### config.mk
export PLATFORM = sky130hd
export DESIGN_NAME = irq_pend_active_tracker
export DESIGN_NICKNAME = d
export VERILOG_FILES = /design/src/rtl/irq_pa_pkg.sv /design/src/rtl/irq_edge_sampler.sv /design/src/rtl/irq_pend_slot.sv /design/src/rtl/irq_pend_active_tracker.sv
export SDC_FILE = /design/constraint.sdc
export NUM_CORES = 1
export LEC_CHECK = 0
export BUFFER_PORTS_ARGS = -buffer_cell sky130_fd_sc_hd__buf_4
export CORE_ASPECT_RATIO = 0.9
export CORE_MARGIN = 5
export CORE_UTILIZATION = 45
export CTS_BUF_LIST = sky130_fd_sc_hd__clkbuf_8
export CTS_CLUSTER_DIAMETER = 30
export DETAILED_ROUTE_END_ITERATION = 16
export PLACE_DENSITY = 0.78
export SLEW_MARGIN = 20
export SYNTH_ARGS = -nofsm -noshare
export SYNTH_HDL_FRONTEND = slang
export SYNTH_SLANG_ARGS = --single-unit
### constraint.sdc
create_clock -name clk_i -period 1.2 [get_ports clk_i]
set_input_delay 0 -clock clk_i [delete_from_list [all_inputs] [get_ports clk_i]]
set_output_delay 0 -clock clk_i [all_outputs]
set_load 0.01 [all_outputs]
### src/rtl/irq_pa_pkg.sv
package irq_pa_pkg;

    typedef enum logic {
        TRIG_PULSE = 1'b0,
        TRIG_LEVEL = 1'b1
    } trig_mode_e;

    typedef struct packed {
        logic pend;
        logic act;
    } slot_state_t;

    // Decide whether this cycle marks the source pending.
    function automatic logic pend_request(
        input trig_mode_e mode,
        input logic       req_s,
        input logic       rise,
        input logic       act,
        input logic       act_go,
        input logic       ret_go
    );
        logic hit;
        if (mode == TRIG_LEVEL) begin
            hit = req_s & ((~act & ~act_go) | ret_go);
        end else begin
            hit = rise;
        end
        return hit;
    endfunction

endpackage

### src/rtl/irq_edge_sampler.sv
module irq_edge_sampler #(
    parameter int W = 4
) (
    input  logic         clk_i,
    input  logic         rst_i,
    input  logic [W-1:0] req_i,
    output logic [W-1:0] req_s_o,
    output logic [W-1:0] rise_o
);
    logic [W-1:0] req_q;
    logic [W-1:0] req_qq;

    always_ff @(posedge clk_i) begin
        if (rst_i) begin
            req_q  <= '0;
            req_qq <= '0;
        end else begin
            req_q  <= req_i;
            req_qq <= req_q;
        end
    end

    assign req_s_o = req_q;
    assign rise_o  = req_q & ~req_qq;

    // an edge indication never lasts two cycles in a row
    assert_rise_single_R12: assert property (@(posedge clk_i) disable iff (rst_i)
        (|rise_o) |=> ((rise_o & $past(rise_o)) == '0));

endmodule

### src/rtl/irq_pend_slot.sv
module irq_pend_slot
    import irq_pa_pkg::*;
(
    input  logic clk_i,
    input  logic rst_i,
    input  logic mode_i,
    input  logic req_s_i,
    input  logic rise_i,
    input  logic activate_i,
    input  logic return_i,
    output logic pend_o,
    output logic act_o
);
    trig_mode_e  mode_q;
    slot_state_t st_q;
    slot_state_t st_d;
    logic        act_go;
    logic        ret_go;
    logic        set_pend;

    always_comb begin
        act_go   = activate_i & st_q.pend & ~st_q.act;
        ret_go   = return_i & st_q.act;
        set_pend = pend_request(mode_q, req_s_i, rise_i, st_q.act, act_go, ret_go);
        st_d.act  = act_go | (st_q.act & ~ret_go);
        st_d.pend = set_pend | (st_q.pend & ~act_go);
    end

    always_ff @(posedge clk_i) begin
        if (rst_i) begin
            mode_q <= trig_mode_e'(mode_i);
            st_q   <= '0;
        end else begin
            st_q   <= st_d;
        end
    end

    assign pend_o = st_q.pend;
    assign act_o  = st_q.act;

    assert_activate_clears_pend_R4: assert property (@(posedge clk_i) disable iff (rst_i)
        (activate_i && st_q.pend && !st_q.act && !rise_i && !(mode_q == TRIG_LEVEL && return_i))
        |=> (st_q.act && !st_q.pend));

    assert_activate_needs_pend_R5: assert property (@(posedge clk_i) disable iff (rst_i)
        $rose(st_q.act) |-> $past(st_q.pend));

    assert_return_clears_act_R6: assert property (@(posedge clk_i) disable iff (rst_i)
        (return_i && st_q.act) |=> !st_q.act);

    assert_level_repend_R7: assert property (@(posedge clk_i) disable iff (rst_i)
        (mode_q == TRIG_LEVEL && st_q.act && return_i && req_s_i) |=> (st_q.pend && !st_q.act));

    assert_level_quiet_active_R9: assert property (@(posedge clk_i) disable iff (rst_i)
        (mode_q == TRIG_LEVEL && st_q.act && !return_i) |=> !st_q.pend);

    assert_pulse_both_R10: assert property (@(posedge clk_i) disable iff (rst_i)
        (mode_q == TRIG_PULSE && st_q.act && !return_i && rise_i) |=> (st_q.pend && st_q.act));

    assert_mode_held_R13: assert property (@(posedge clk_i) disable iff (rst_i)
        1'b1 |=> $stable(mode_q));

endmodule

### src/rtl/irq_pend_active_tracker.sv
module irq_pend_active_tracker #(
    parameter int NUM_SRC = 4
) (
    input  logic               clk_i,
    input  logic               rst_i,
    input  logic [NUM_SRC-1:0] irq_req_i,
    input  logic [NUM_SRC-1:0] irq_mode_i,
    input  logic [NUM_SRC-1:0] activate_i,
    input  logic [NUM_SRC-1:0] exc_return_i,
    output logic [NUM_SRC-1:0] pend_o,
    output logic [NUM_SRC-1:0] active_o
);
    logic [NUM_SRC-1:0] req_s;
    logic [NUM_SRC-1:0] rise;

    irq_edge_sampler #(.W(NUM_SRC)) sampler_i (
        .clk_i   (clk_i),
        .rst_i   (rst_i),
        .req_i   (irq_req_i),
        .req_s_o (req_s),
        .rise_o  (rise)
    );

    for (genvar s = 0; s < NUM_SRC; s++) begin : g_slot
        irq_pend_slot slot_i (
            .clk_i      (clk_i),
            .rst_i      (rst_i),
            .mode_i     (irq_mode_i[s]),
            .req_s_i    (req_s[s]),
            .rise_i     (rise[s]),
            .activate_i (activate_i[s]),
            .return_i   (exc_return_i[s]),
            .pend_o     (pend_o[s]),
            .act_o      (active_o[s])
        );
    end

    // one cycle after reset nothing is pending or active
    assert_reset_idle_R1: assert property (@(posedge clk_i)
        $past(rst_i) |-> (pend_o == '0 && active_o == '0));

endmodule

# Word level (Yosys, flattened, before mapping)
# Cells that the tools add are included.
# classes
n_addsub	0
multipliers	0
n_div	0
magnitude_cmp	0
n_eq_ne	0
shifts	0
muxes	4
n_bitwise	54
reduce_logical	0
# op_table
operator	count
AND 1 bit	28
NOT 1 bit	12
bitwise OR 1 bit	12
AND 4 bit	1
two-way mux 1 bit	4
NOT 4 bit	1
# word_totals
register_bits	20
latch_bits	0
ramBits	0
mem_bits_ro	0
in_bits	18
output_inout_bits	8
elab_cells	72
mem_count	0

# Logic depth before layout (Yosys ltp)
# depth
word_depth	8
ltp_mapped	4
mapped_depth_nobuf	3

# Hierarchy
# From an unflattened synthesis, not the netlist that was laid out.
# hier_totals
cells_unflattened	64
area_unflattened_um2	700.7
# by_module_without_submodules
mod	n_inst	cells_per_inst	area_per_inst_um2	seq_area_each_um2
irq_pend_slot	4	11	116.4	70.1
irq_edge_sampler	1	20	235.2	160.2

# Least setup slack after synthesis
# No wires, ideal clock.
# synth_timing
path_type	register to register
start	register g_slot[0].slot_i.st_q (netlist bit g_slot[0].slot_i.act_o)
end	register g_slot[0].slot_i.st_q (netlist bit g_slot[0].slot_i.pend_o)
setup_ns	0.116
arrival_time_ns	0.915
t_required_ns	1.084
slack_ns	0.170
stages_incl_launch_ff	4
n_path_buf	0
period_less_slack_ns	1.030
path_cell_list	dfxtp_1 > or2b_1 > a32o_1 > a31o_1
# synth_between
elab_chain_cells	8
elab_cells_between_ends	10
classes_between	mux (1); bitwise (9)
# synth_lines
element	line	text
start, declared	irq_pend_slot.sv:15	slot_state_t st_q;
start signal, assigned	irq_pend_slot.sv:34	st_q <= st_d;
NOT 1 bit	irq_pa_pkg.sv:24, irq_pend_slot.sv:22	
AND 1 bit	irq_pend_slot.sv:22	act_go = activate_i & st_q.pend & ~st_q.act;
NOT 1 bit	irq_pa_pkg.sv:24, irq_pend_slot.sv:26	
AND 1 bit	irq_pa_pkg.sv:24	hit = req_s & ((~act & ~act_go) | ret_go);
bitwise OR 1 bit	irq_pa_pkg.sv:24	
AND 1 bit	irq_pa_pkg.sv:24	
two-way mux 1 bit	irq_pa_pkg.sv:23	if (mode == TRIG_LEVEL) begin
bitwise OR 1 bit (*)	irq_pend_slot.sv:26	st_d.pend = set_pend | (st_q.pend & ~act_go);
# Every way passes the cells marked *; elsewhere a longest branch is shown, timed or not.
# A chain may end at the register's enable or synchronous reset.

# Worst setup path in the final report
# layout_timing
start	register g_slot[1].slot_i.st_q (netlist bit g_slot[1].slot_i.act_o)
end	register g_slot[1].slot_i.st_q (netlist bit g_slot[1].slot_i.pend_o)
# layout_between
elab_chain_cells	8
elab_cells_between_ends	10
classes_between	mux (1); bitwise (9)
# layout_lines
element	line
start, declared	irq_pend_slot.sv:15
start signal, assigned	irq_pend_slot.sv:34
NOT 1 bit	irq_pa_pkg.sv:24, irq_pend_slot.sv:22
AND 1 bit	irq_pend_slot.sv:22
NOT 1 bit	irq_pa_pkg.sv:24, irq_pend_slot.sv:26
AND 1 bit	irq_pa_pkg.sv:24
bitwise OR 1 bit	irq_pa_pkg.sv:24
AND 1 bit	irq_pa_pkg.sv:24
two-way mux 1 bit	irq_pa_pkg.sv:23
bitwise OR 1 bit (*)	irq_pend_slot.sv:26
# Marked as above.

==> run metrics <==
Iter 0 DRT Violations=2; Via-to-Cell Ratio=4.52; drt total wl=1230 µm; Synthesis Warnings=0; slowest stage delay, CP=320 ps; Final ANT Viol Nets=0; Slowest-stage cell, CP=dfxtp_1; postcts setup bufs=0; syn_nets=84; gr ovfl total=0; class of the most critical hold timing path=in2reg; PortBufs=25; Starting Density=47.0%; Clock Pin Slew Worst Setup and Hold Paths=70 ps; crit end category=flip-flop; register area share after synthesis=~57%; Worst R2R Setup Slack=140 ps; Routability Congestion=0.703; Clock Skew=0.994 ps; first-pass GRT wire length=approximately 2000 µm; DP Cell Count=106; number of global-route vias before repair=511; post-cts resize count=0; maxcap violations=0; Row Count=14; Worst Path Required=1350 ps; Ports=26; Synth Register Bits=20; Leak Pwr=0.000451 µW; multi-input combinational cell area=255 µm²; Synth cell types=16; top-area cell type share of the netlist area=41.4%; Area contributors post-synth=dfxtp_1 41%, edfxtp_1 16%, buf_4 7.8%, a32o_1 5.2%, a31o_1 4.5%; final setup vio count=0; setup TNS=0 ps; Core Footprint=0.00165 mm²; netlist area before placement=773 µm²; ant diodes=0; Slew @ Worst Pin=185 ps; Horiz. Die Dim=53.7 µm; clk sink count=20; Post-Synthesis Cells=66; maximum clock path buffer count=2; Worst-Skew Late Latency=250 ps; Final period util=88.7%; startpoint types=flip-flop; worst path cell trace=or2b_1 > a32o_1 > a31o_1; share of layout cells above drive strength 1=38.3%; H-Tree Depth=1; prevailing post-synth register cell=dfxtp_1; area leader, netlist=dfxtp_1; DRT Pass-1 Iters=2; CTS tree=yes; Total Die Area=0.00265 mm²; Worst VDD drop=between 1 and 1.5 mV; pin count of the biggest net entering global routing=18; Filler cells=about 150; hold slack=42.6 ps; Area after DPL=roughly 900 µm²; pins over their slew limit=0; Area Growth Syn to Fin=36.4%; min Tclk post-route=1060 ps; Crit path max-delay family=compound AO/OA/AOI/OAI gates; RSZ-0062 raised after global routing=false; kind of critical path=reg2reg; Max transition margin=between 80% and 90%; GRT Total Usage=10.7%; # DRC=0; hold buffers post-CTS=8; arrival time at the worst endpoint=1210 ps; final instance area=0.00105 mm²; count of final hold-check violations=0; count leader, synth=dfxtp_1; die height=approximately 50 µm; number of synthesized flops with an enable pin=4; Layout Nets=113; Avg Synthesized Cell Area=11.7 µm²; Worst Path Buf+Inv=0; Layout Cells excl Fill=118; DR vias=533; total CTS buffers=3; fmax=940 MHz; power density over the cells=~1300 mW/mm²; Post-synth top cells=16 x dfxtp_1, 8 x buf_4, 7 x nor2_1, 5 x nor2b_1; Root Driver=clkbuf_8; wire per inst=10.4 µm; crit path max fanout=3; initial antenna violation count=0; status=finished, final reports clean; asr flop ratio synth=0%; Reg area=440 µm²
## placed cells by master, fill, tap and decap left out, drive strengths merged
cell type | Yosys | layout
buf | 9 | 25
dfxtp | 16 | 16
dlygate4sd3 | 0 | 8
nor2 | 7 | 7
nor2b | 5 | 5
a31o | 4 | 4
a32o | 4 | 4
clkbuf | 0 | 4
edfxtp | 4 | 4
and2b | 3 | 3
nand2 | 3 | 3
mux2 | 3 | 3
or2b | 3 | 3
nand2b | 2 | 2
inv | 1 | 1
nand3b | 1 | 1
a21oi | 1 | 1
## cell families (layout without fill, tap and decap cells)
group	Yosys count	count (layout)	share of synthesized area [%]
multiplexers	3	3	4.37
AO/OA/AOI/OAI	9	9	10.4
buffers and inverters	10	38	10.0
flip-flops	20	20	57.0
AND/OR/NAND/NOR	24	24	18.3
## registers in the layout, summed over array words and instances (netlist names)
signal	cells
g_slot.slot_i.pend_o	4
g_slot.slot_i.act_o	4
g_slot.slot_i.mode_q	4
sampler_i.req_s_o	4
sampler_i.req_qq	4
## worst min-delay path: cells and delay by family
family / cells / cell delay, ps
mux: 1 / 140
buf+inv: 1 / 80
simple gates: 1 / 40
## power breakdown
| group | internal, µW | switching (µW) | leakage, µW |
|---|---|---|---|
| clock | 291 | 197 | 0.0000288 |
| sequential | 725 | 18.9 | 0.000171 |
| combinational | 108 | 55.0 | 0.000251 |
| total | 1130 | 271 | 0.000451 |
## per-layer routing
layer / global-route usage, % / vias to the layer above / wire [µm]
met5: 0 / - / 0
met4: 3.83 / 0 / 0
met3: 5.81 / 0 / 81
met2: 17.3 / 13 / 677
met1: 11.5 / 246 / 474
li1: - / 274 / -
## final timing paths
path | from | end | depth (start not counted)
worst max-delay path | g_slot[1].slot_i.act_o | g_slot[1].slot_i.pend_o | 3
worst max register to register | g_slot[1].slot_i.act_o | g_slot[1].slot_i.pend_o | 3
worst min-delay path | exc_return_i[2] | g_slot[2].slot_i.act_o | 3
worst min register to register | sampler_i.req_s_o[3] | sampler_i.req_qq[3] | 1
## metrics by stage
step	power (µW)	util, %	setup slack, ps
floorplan	847	-	170
global placement	901	55.9	147
detailed placement	904	55.9	142
CTS	1420	64.1	132
global route	1460	64.1	86.4
finish	1400	64.1	136
## layout make-up
type                       instances  share of cell area (%)
inverter                           1                   0.593
timing repair buffer              33                    25.4
multi-input combinational         36                    24.2
clock buffer                       4                    5.22
tap                               24                    2.85
sequential                        20                    41.8
Note: power is estimated with default switching activity, not from simulation.
